[src/rtl/frt_pkg.sv]
package frt_pkg;
  localparam int SRC_TICK = 0;
  localparam int SRC_WRAP = 1;
  localparam int NSRC     = 2;
endpackage

[src/rtl/frt_rst_sync.sv]
module frt_rst_sync (
  input  logic clk,
  input  logic rst_n,
  output logic rst_n_s
);
  logic s0_q, s1_q;

  always_ff @(posedge clk or negedge rst_n) begin
    if (!rst_n) begin
      s0_q <= 1'b0;
      s1_q <= 1'b0;
    end else begin
      s0_q <= 1'b1;
      s1_q <= s0_q;
    end
  end

  assign rst_n_s = s1_q;
endmodule

[src/rtl/frt_count.sv]
module frt_count #(
  parameter int CNT_W  = 16,
  parameter int TICK_W = 10
) (
  input  logic             clk,
  input  logic             rst_n,
  input  logic             step,
  output logic [CNT_W-1:0] cnt_q,
  output logic             tick_evt,
  output logic             wrap_evt
);
  localparam logic [CNT_W-1:0]  CNT_MAX  = {CNT_W{1'b1}};
  localparam logic [TICK_W-1:0] TICK_MAX = {TICK_W{1'b1}};

  logic [CNT_W-1:0] cnt_d;

  always_comb begin
    cnt_d    = cnt_q;
    tick_evt = 1'b0;
    wrap_evt = 1'b0;
    if (step) begin
      cnt_d    = cnt_q + 1'b1;
      tick_evt = (cnt_q[TICK_W-1:0] == TICK_MAX);
      wrap_evt = (cnt_q == CNT_MAX);
    end
  end

  always_ff @(posedge clk or negedge rst_n) begin
    if (!rst_n) cnt_q <= '0;
    else if (step) cnt_q <= cnt_d;
  end
endmodule

[src/rtl/frt_flag.sv]
module frt_flag (
  input  logic clk,
  input  logic rst_n,
  input  logic evt,
  input  logic en,
  input  logic clr,
  output logic flag_q
);
  logic flag_d;
  logic upd;

  always_comb begin
    upd    = clr | (evt & en);
    flag_d = (flag_q & ~clr) | (evt & en);
  end

  always_ff @(posedge clk or negedge rst_n) begin
    if (!rst_n) flag_q <= 1'b0;
    else if (upd) flag_q <= flag_d;
  end
endmodule

[src/rtl/frt_rdport.sv]
module frt_rdport #(
  parameter int CNT_W  = 16,
  parameter int BYTE_W = 8
) (
  input  logic              clk,
  input  logic              rst_n,
  input  logic              rd_en,
  input  logic              rd_sel,
  input  logic [CNT_W-1:0]  cnt,
  output logic [BYTE_W-1:0] rd_data
);
  localparam int HI_W = CNT_W - BYTE_W;

  logic [HI_W-1:0] hold_q;
  logic            cap;

  always_comb begin
    cap     = rd_en & ~rd_sel;
    rd_data = rd_sel ? BYTE_W'(hold_q) : cnt[BYTE_W-1:0];
  end

  always_ff @(posedge clk or negedge rst_n) begin
    if (!rst_n) hold_q <= '0;
    else if (cap) hold_q <= cnt[CNT_W-1:BYTE_W];
  end
endmodule

[src/rtl/frt_tick_timer.sv]
module frt_tick_timer #(
  parameter int CNT_W  = 16,
  parameter int TICK_W = 10,
  parameter int BYTE_W = 8
) (
  input  logic              clk,
  input  logic              rst_n,
  input  logic              us_en,
  input  logic [1:0]        irq_en,
  input  logic [1:0]        pend_clr,
  input  logic              rd_en,
  input  logic              rd_sel,
  output logic [BYTE_W-1:0] rd_data,
  output logic [CNT_W-1:0]  count,
  output logic [1:0]        irq_pend
);
  import frt_pkg::*;

  logic             rst_n_s;
  logic [NSRC-1:0]  evt;
  logic [CNT_W-1:0] cnt_q;

  frt_rst_sync u_rst (
    .clk     (clk),
    .rst_n   (rst_n),
    .rst_n_s (rst_n_s)
  );

  frt_count #(.CNT_W(CNT_W), .TICK_W(TICK_W)) u_cnt (
    .clk      (clk),
    .rst_n    (rst_n_s),
    .step     (us_en),
    .cnt_q    (cnt_q),
    .tick_evt (evt[SRC_TICK]),
    .wrap_evt (evt[SRC_WRAP])
  );

  for (genvar g = 0; g < NSRC; g++) begin : g_src
    frt_flag u_flag (
      .clk    (clk),
      .rst_n  (rst_n_s),
      .evt    (evt[g]),
      .en     (irq_en[g]),
      .clr    (pend_clr[g]),
      .flag_q (irq_pend[g])
    );
  end

  frt_rdport #(.CNT_W(CNT_W), .BYTE_W(BYTE_W)) u_rd (
    .clk     (clk),
    .rst_n   (rst_n_s),
    .rd_en   (rd_en),
    .rd_sel  (rd_sel),
    .cnt     (cnt_q),
    .rd_data (rd_data)
  );

  assign count = cnt_q;
endmodule

[config.mk]
export PLATFORM = sky130hd
export DESIGN_NAME = frt_tick_timer
export DESIGN_NICKNAME = d
export VERILOG_FILES = /design/src/rtl/frt_pkg.sv /design/src/rtl/frt_rst_sync.sv /design/src/rtl/frt_count.sv /design/src/rtl/frt_flag.sv /design/src/rtl/frt_rdport.sv /design/src/rtl/frt_tick_timer.sv
export SDC_FILE = /design/constraint.sdc
export NUM_CORES = 1
export LEC_CHECK = 0
export ABC_AREA = 1
export BUFFER_PORTS_ARGS = -buffer_cell sky130_fd_sc_hd__buf_4
export CORE_MARGIN = 2
export CORE_UTILIZATION = 51
export DETAILED_ROUTE_END_ITERATION = 16
export PLACE_DENSITY = 0.8
export REMOVE_ABC_BUFFERS = 1
export SYNTH_ARGS = -nofsm -noshare
export SYNTH_HDL_FRONTEND = slang
export SYNTH_SLANG_ARGS = --single-unit
[constraint.sdc]
create_clock -name clk -period 1 [get_ports clk]
set_input_delay 0.2 -clock clk [delete_from_list [all_inputs] [get_ports clk]]
set_output_delay 0.2 -clock clk [all_outputs]
set_load 0.05 [all_outputs]
==> impl_metrics.env, run 1 <==
export IMPL_status="did not finish"
export IMPL_failing_step="global routing"
export IMPL_error="[ERROR DPL-0038] Utilization greater than 100%, impossible to legalize"
export IMPL_die_y_um=55.6
export IMPL_ys_top_cells_by_count="nand2_1 (52), dfrtp_1 (28), inv_1 (23)"
export IMPL_io_buffers=34
export IMPL_post_synth_top_count_cell="nand2_1"
export IMPL_initial_core_util_pct=54.3
export IMPL_rows=18
export IMPL_pin_count=35
export IMPL_syn_inst=163
export IMPL_cts_root_buf="clkbuf_4"
export IMPL_htree_levels=1
export IMPL_crit_endpoint="rd_data[0]"
export IMPL_syn_avg_cell_area_um2=8.32
export IMPL_synthesis_area_um2=1360
export IMPL_cts_sinks=28
export IMPL_synth_edf_count=0
export IMPL_clk_path_buf_depth=2
export IMPL_yosysTopAreaCell="dfrtp_1"
export IMPL_numCtsBuffers=3
export IMPL_die_w_um=55.6
export IMPL_grt_max_degree=27
export IMPL_endpoint_type="output port"
export IMPL_synthTopCellsByArea="dfrtp_1 (52%), nand2_1 (14%), inv_1 (6.4%), xor2_1 (5.2%), o21ai_0 (4.8%)"
export IMPL_postSynth_asyncResetShare_pct=100
export IMPL_synth_top_cell_area_share_pct=51.7
export IMPL_place_area_um2=1850
export IMPL_yosys_warnings=0
export IMPL_synth_seq_area_share_pct=51.7
export IMPL_gp_congestion=0.863
export IMPL_ys_seq_elements=28
export IMPL_ys_flop_type="dfrtp_1"
export IMPL_synth_cell_type_count=22
export IMPL_hpwl_um=2510
-- metrics by stage --
step | hold WS [ns] | TNS [ns] | instances | setup WS, ns
floorplan | -0.0956 | -13.12 | 159 | -1.16
global placement | -0.0182 | -2.72 | 253 | -0.249
detailed placement | -0.0156 | -4.27 | 253 | -0.362
CTS | 0.0107 | -10.55 | 277 | -0.374
-- cells by family after synthesis --
logic type                 share of synthesized area, %
adders and majority gates                         0.922
DFF                                                51.7
and+or+nand+nor                                    26.7
other                                             0.276
muxes                                             0.830
xor gates and xnor gates                           5.81
buffers and inverters                              8.39
AOI/OAI and AO/OA                                  5.44
-- what timing repair did --
action,4_1_cts
pin swaps,10
gates resized for setup,80
endpoints found under the hold margin,2
buffers inserted,19
setup endpoints to repair,41
hold buffers,1
==> run 2: changes to the inputs <==
- CORE_AREA: default -> 2 2 63 65
- CORE_MARGIN: 2 -> default
- CORE_UTILIZATION: 51 -> default
- DIE_AREA: default -> 0 0 65 67
- PLACE_DENSITY: 0.8 -> default
- PLACE_DENSITY_LB_ADDON: default -> 0.15
==> run 2 against run 1 <==
Net effect:
- the flow now finishes, with violations (setup timing)
- synthesized area stayed put
- synthesized cell count stayed put
==> impl_metrics.env, run 2 <==
export IMPL_status="finished with violations"
export IMPL_violations="setup timing"
export IMPL_critPathMostFrequentCell="buf_6"
export IMPL_top_regs="u_cnt.cnt_q: 16 flops, u_rd.hold_q: 8 flops, g_src.u_flag.flag_q: 2 flops"
export IMPL_ys_flop_type="dfrtp_1"
export IMPL_max_freq_mhz=721
export IMPL_track_usage_pct=19.1
export IMPL_grt_max_degree=27
export IMPL_antenna_cells=0
export IMPL_grt_pass1_vias=1441
export IMPL_syn_inst=163
export IMPL_clk_pin_slew_ns=0.10
export IMPL_routed_via_count=1326
export IMPL_layout_commonest_cell="buf_4"
export IMPL_drc_errors=0
export IMPL_power_switching_w=0.00256
export IMPL_peakVddDrop_mv=0.912
export IMPL_hpwl_um=2480
export IMPL_initial_core_util_pct=37.6
export IMPL_reg2reg_from="u_cnt.cnt_q[2]$_DFFE_PN0P_"
export IMPL_drt_first_pass_iters=4
export IMPL_comb_power_share_pct=62.1
export IMPL_hold_path_end="g_src[0].u_flag.flag_q$_DFFE_PN0P_"
export IMPL_grt_setup_unrepaired="yes"
export IMPL_tritoncts="built"
export IMPL_cp_max_fo=2
export IMPL_synthTopCellsByArea="dfrtp_1 (52%), nand2_1 (14%), inv_1 (6.4%), xor2_1 (5.2%), o21ai_0 (4.8%)"
export IMPL_synth_cell_type_count=22
export IMPL_start_kind="flip-flop"
export IMPL_cp_data_required_time_ns=0.80
export IMPL_wire_per_inst_um=12.7
export IMPL_htree_levels=1
export IMPL_internal_power_w=0.00370
export IMPL_hold_class="primary input to flip-flop"
export IMPL_ys_seq_elements=28
export IMPL_p_per_area_nw_per_um2=2460
export IMPL_antenna_found_initial=0
export IMPL_min_delay_start="pend_clr[0]"
export IMPL_netSwitchingFraction_pct=40.9
export IMPL_p_seq_share_pct=23.6
export IMPL_maxCapViolCount=0
export IMPL_synth_edf_count=0
export IMPL_numCtsBuffers=3
export IMPL_core_area_um2=3610
export IMPL_postSynth_asyncResetShare_pct=100
export IMPL_synthesis_area_um2=1360
export IMPL_drv_slew=0
export IMPL_cts_sinks=28
export IMPL_yosys_warnings=0
export IMPL_syn_avg_cell_area_um2=8.32
export IMPL_post_synth_top_count_cell="nand2_1"
export IMPL_p_clk_share_pct=14.3
export IMPL_cp_top_family="buffers and inverters"
export IMPL_routed_wl_um=3840
export IMPL_die_area_um2=4360
export IMPL_grt_pass1_wl_um=6450
export IMPL_largest_register_ffs=16
export IMPL_timing_rr_end="u_cnt.cnt_q[11]$_DFFE_PN0P_"
export IMPL_layout_common_cells="buf_4 (42), nand2_1 (41), buf_6 (31), dfrtp_1 (26)"
export IMPL_rows=22
export IMPL_synth_seq_area_share_pct=51.7
export IMPL_die_y_um=67
export IMPL_largest_register="u_cnt.cnt_q"
export IMPL_pin_count=35
export IMPL_clk_path_buf_depth=2
export IMPL_fin_nets=265
export IMPL_min_period_ns=1.39
export IMPL_cp_slowest_cell="dfrtp_1"
export IMPL_p_leak_nw=1.29
export IMPL_cts_root_buf="clkbuf_8"
export IMPL_setup_viol=44
export IMPL_cp_arrival_ns=1.19
export IMPL_critical_path_class="flip-flop to output port"
export IMPL_io_buffers=34
export IMPL_reg2regPathDepth=8
export IMPL_min_period_over_period_pct=139
export IMPL_syn2layout_area_growth_pct=87.9
export IMPL_finalHoldWorstSlack_ns=0.0777
export IMPL_place_area_um2=1900
export IMPL_finalClockSkew_ns=0.00949
export IMPL_final_antenna_net_count=0
export IMPL_hold_depth=2
export IMPL_cp_cell_sequence="buf_6 > buf_6 > inv_2 > o21ai_2 > buf_6"
export IMPL_avgViaCountPerCell=4.39
export IMPL_synth_top_cell_area_share_pct=51.7
export IMPL_end_kind="output port"
export IMPL_gp_congestion=0.837
export IMPL_yosysTopAreaCell="dfrtp_1"
export IMPL_rrSetupSlack_ns=-0.31
export IMPL_critical_path_max_stage_delay_ns=0.39
export IMPL_drt_initial_drc_count=58
export IMPL_ys_top_cells_by_count="nand2_1 (52), dfrtp_1 (28), inv_1 (23)"
export IMPL_die_w_um=65
export IMPL_setup_ws_ns=-0.387
export IMPL_globalRoute_totalOverflow=0
export IMPL_final_cell_area_um2=2550
export IMPL_path_buf_inv=4
export IMPL_final_setup_tns_ns=-9.03
export IMPL_clk_latency_ns=0.28
export IMPL_final_layout_size_suffix_gt1_share_pct=54.3
export IMPL_hold_violations=0
run 2: through the flow:
step	utilization [%]	setup slack (ns)	power, W	cells
floorplan	-	-1.16	0.00292	159
global placement	52.6	-0.231	0.00391	274
detailed placement	52.6	-0.293	0.00395	274
CTS	67.6	-0.396	0.00591	298
global route	70.7	-0.454	0.00656	302
finish	70.7	-0.387	0.00626	302
run 2: routing by layer:
layer | GRT usage, % | vias to the layer above | wire length, um
li1 | - | 677 | -
met1 | 24.5 | 625 | 1660
met2 | 34.9 | 22 | 2060
met3 | 1.69 | 2 | 97
met4 | 3.99 | 0 | 24
met5 | 0 | - | 0
run 2: cell families after synthesis:
kind of cell	after synthesis	share of synthesized area, %
simple gates	81	26.7
flops	28	51.7
buf+inv	28	8.39
compound gates	14	5.44
xor+xnor	9	5.81
fa+ha+maj	1	0.922
other cells	1	0.276
mux	1	0.830
run 2: worst max path at each step:
stage,start,endpoint,slack (ns),cells after the start
final,u_cnt.cnt_q[1]$_DFFE_PN0P_,rd_data[1],-0.39,5
after global routing,u_cnt.cnt_q[1]$_DFFE_PN0P_,rd_data[1],-0.45,5
after CTS,u_cnt.cnt_q[1]$_DFFE_PN0P_,rd_data[1],-0.40,5
after detailed placement,u_cnt.cnt_q[1]$_DFFE_PN0P_,u_cnt.cnt_q[14]$_DFFE_PN0P_,-0.29,8
after global placement,u_cnt.cnt_q[0]$_DFFE_PN0P_,u_cnt.cnt_q[14]$_DFFE_PN0P_,-0.23,8
after floorplan,u_cnt.cnt_q[4]$_DFFE_PN0P_,rd_data[4],-1.16,2
run 2: timing repair:
| action | 4_1_cts | 5_1_grt |
|---|---|---|
| setup buffers | 19 | 6 |
| endpoints found under the setup margin | 41 | 45 |
| pin swaps | 15 | 9 |
| hold buffers | 1 | 0 |
| hold endpoints to repair | 2 | 0 |
| gates resized for setup | 92 | 25 |
run 2: power groups by stage:
| stage | Combinational [W] | Sequential [W] | Clock, W |
|---|---|---|---|
| final | 0.00388 | 0.00148 | 0.000897 |
| after CTS | 0.00352 | 0.00148 | 0.000914 |
| after detailed placement | 0.00244 | 0.00151 | 0 |
| after floorplan | 0.000783 | 0.00214 | 0 |
| after global placement | 0.00243 | 0.00148 | 0 |
| after global routing | 0.00409 | 0.00150 | 0.000968 |
run 2: cell type report:
type | count | area (um^2)
flip-flops and latches | 28 | 703
well taps | 48 | 60.1
clock buffers | 3 | 41.3
clock inverters | 1 | 30.0
inverters | 24 | 90.1
fillers | 262 | 1060
multi-input cells | 107 | 694
repair buffers | 91 | 930
Power figures use the tool's default switching activity.
==> run 3: changes to the inputs <==
- CORE_AREA: 2 2 63 65 -> default
- CORE_MARGIN: default -> 2
- CORE_UTILIZATION: default -> 40
- DIE_AREA: 0 0 65 67 -> default
- SYNTH_HIERARCHICAL: default -> 1
==> run 3 against run 2 <==
Net effect:
- the run still ends with setup timing left
- combinational power fell by 14%
- first-iteration DRC count rose by 57%
- routed wire length rose by 35%
- hold slack got worse by 0.048 ns
- count of clock-buffer cells in the layout did not move
- critical path depth fell by 1
- clock power fell by 14%
- global-route usage rose by 5.6 points
- final cell count rose by 11%
- synthesized cell count rose by 12%
- largest cell class unchanged
==> impl_metrics.env, run 3 <==
export IMPL_status="finished with violations"
export IMPL_violations="setup timing"
export IMPL_synth_seq_area_share_pct=48.4
export IMPL_grt_pass1_vias=1698
export IMPL_utilization_pct=82.0
export IMPL_drv_slew=0
export IMPL_syn_avg_cell_area_um2=7.96
export IMPL_wire_per_inst_um=15.5
export IMPL_rrSetupSlack_ns=-0.36
export IMPL_top_regs="u_cnt/cnt_q: 16 flops, u_rd/hold_q: 8 flops, g_src.u_flag/flag_q: 2 flops"
export IMPL_layout_commonest_cell="nand2_1"
export IMPL_syn_inst=182
export IMPL_drt_first_pass_iters=4
export IMPL_drc_errors=0
export IMPL_min_period_over_period_pct=141
export IMPL_cp_slowest_cell="dfrtp_2"
export IMPL_fill_cells=194
export IMPL_clk_latency_ns=0.35
export IMPL_hpwl_um=2820
export IMPL_core_area_um2=3420
export IMPL_ys_flop_type="dfrtp_1"
export IMPL_grt_setup_unrepaired="yes"
export IMPL_clk_path_buf_depth=2
export IMPL_io_buffers=34
export IMPL_postSynth_asyncResetShare_pct=100
export IMPL_largest_register_ffs=16
export IMPL_clk_pin_slew_ns=0.18
export IMPL_max_freq_mhz=708
export IMPL_die_y_um=64.2
export IMPL_setup_ws_ns=-0.413
export IMPL_globalRoute_totalOverflow=0
export IMPL_cp_top_family="flip-flops"
export IMPL_finalClockSkew_ns=0.0242
export IMPL_antenna_found_initial=0
export IMPL_post_synth_top_count_cell="nand2_1"
export IMPL_ys_top_cells_by_count="nand2_1 (76), dfrtp_1 (28), inv_1 (19)"
export IMPL_track_usage_pct=24.7
export IMPL_gp_congestion=0.857
export IMPL_place_area_um2=1960
export IMPL_cp_arrival_ns=1.21
export IMPL_numCtsBuffers=3
export IMPL_critical_path_class="flip-flop to output port"
export IMPL_routed_via_count=1622
export IMPL_synth_edf_count=0
export IMPL_cp_cell_sequence="buf_6 > nand2_4 > nand2_4 > buf_8"
export IMPL_final_antenna_net_count=0
export IMPL_p_per_area_nw_per_um2=1970
export IMPL_synth_top_cell_area_share_pct=48.4
export IMPL_synth_cell_type_count=21
export IMPL_layout_common_cells="nand2_1 (57), buf_6 (44), buf_4 (43), dfrtp_1 (24)"
export IMPL_hold_class="primary input to flip-flop"
export IMPL_cp_data_required_time_ns=0.80
export IMPL_synthesis_area_um2=1450
export IMPL_min_period_ns=1.41
export IMPL_pin_count=35
export IMPL_maxCapViolCount=0
export IMPL_fin_nets=299
export IMPL_synthTopCellsByArea="dfrtp_1 (48%), nand2_1 (20%), inv_1 (4.9%), nand3_1 (4.8%), nor2_1 (2.8%)"
export IMPL_die_w_um=64.2
export IMPL_cts_root_buf="clkbuf_4"
export IMPL_yosysTopAreaCell="dfrtp_1"
export IMPL_yosys_warnings=6
export IMPL_tritoncts="built"
export IMPL_initial_core_util_pct=42.4
export IMPL_ys_seq_elements=28
export IMPL_critical_path_max_stage_delay_ns=0.48
export IMPL_hold_violations=0
export IMPL_end_kind="output port"
export IMPL_antenna_cells=0
export IMPL_peakVddDrop_mv=1.04
export IMPL_cts_sinks=28
export IMPL_routed_wl_um=5180
export IMPL_p_leak_nw=1.47
export IMPL_grt_pass1_wl_um=7840
export IMPL_avgViaCountPerCell=4.86
export IMPL_path_buf_inv=2
export IMPL_critPathMostFrequentCell="nand2_4"
export IMPL_rows=21
export IMPL_final_layout_size_suffix_gt1_share_pct=56.3
export IMPL_htree_levels=1
export IMPL_drt_initial_drc_count=91
export IMPL_largest_register="u_cnt/cnt_q"
export IMPL_cp_max_fo=3
export IMPL_die_area_um2=4120
export IMPL_final_cell_area_um2=2800
export IMPL_grt_max_degree=27
export IMPL_start_kind="flip-flop"
export IMPL_setup_viol=44
export IMPL_syn2layout_area_growth_pct=93.3
[run 3: power breakdown]
group | internal [W] | switching [W] | total [W]
combinational | 0.00157 | 0.00177 | 0.00334
sequential | 0.00128 | 0.000125 | 0.00140
clock | 0.000406 | 0.000369 | 0.000774
total | 0.00325 | 0.00226 | 0.00551
[run 3: worst reg2reg max path, stage by stage (launching register included)]
cell,delay [ns]
dfrtp_1,0.42
ha_2,0.21
nand2_4,0.07
nor2_4,0.05
buf_6,0.12
buf_4,0.13
buf_6,0.11
xor2_1,0.15
[run 3: stage by stage]
| step | instances | setup TNS (ns) | total power, W | setup slack, ns | hold WS (ns) |
|---|---|---|---|---|---|
| floorplan | 179 | -10.15 | 0.00255 | -0.637 | -0.0956 |
| global placement | 291 | -2.03 | 0.00331 | -0.204 | -0.0180 |
| detailed placement | 291 | -2.71 | 0.00335 | -0.276 | -0.0143 |
| CTS | 323 | -9.89 | 0.00508 | -0.389 | 0.0417 |
| global route | 334 | -13.26 | 0.00572 | -0.458 | 0.0137 |
| finish | 334 | -10.75 | 0.00551 | -0.413 | 0.0296 |
[run 3: what timing repair did]
action	4_1_cts	5_1_grt
hold endpoints to repair	2	0
gates resized for setup	101	37
hold buffers	1	0
pin swaps	24	22
setup endpoints to repair	41	43
setup buffers	28	14
[run 3: kinds of logic (layout without fill, tap and decap cells)]
kind of cell | after synthesis | in the layout | synth area share (%)
simple gates | 116 | 116 | 35.4
flops | 28 | 28 | 48.4
buf+inv | 23 | 129 | 8.46
xor+xnor | 7 | 7 | 4.23
compound gates | 6 | 6 | 2.42
fa+ha+maj | 1 | 1 | 0.863
other cells | 1 | 1 | 0.259
[run 3: layout make-up]
cell class / instances / area [um^2] / area share [%]
clock buffer: 3 / 22.5 / 0.804
clock inverter: 1 / 30.0 / 1.07
inverter: 20 / 82.6 / 2.95
multi-input combinational: 131 / 818 / 29.2
sequential: 28 / 706 / 25.2
tap: 46 / 57.6 / 2.06
timing repair buffer: 105 / 1080 / 38.7
[run 3: final timing paths]
check	from	endpoint	depth (start not counted)
setup / recovery	u_cnt/cnt_q[6]$_DFFE_PN0P_	rd_data[6]	4
hold / removal	irq_en[0]	g_src[0].u_flag/flag_q$_DFFE_PN0P_	3
setup reg to reg	u_cnt/cnt_q[0]$_DFFE_PN0P_	u_cnt/cnt_q[4]$_DFFE_PN0P_	7
hold reg to reg	u_rst/rst_n_s$_DFF_PN0_	g_src[0].u_flag/flag_q$_DFFE_PN0P_	1
max in group asynchronous	u_rst/rst_n_s$_DFF_PN0_	u_cnt/cnt_q[15]$_DFFE_PN0P_	1
min in group asynchronous	rst_n	u_rst/s0_q$_DFF_PN0_	2
[run 3: metal layers]
layer / global-route usage (%) / vias to the layer above / wire (um)
met5: 0 / - / 0
met1: 29.4 / 782 / 2130
met2: 45.1 / 54 / 2650
met4: 8.78 / 0 / 174
li1: - / 770 / -
met3: 3.52 / 16 / 224
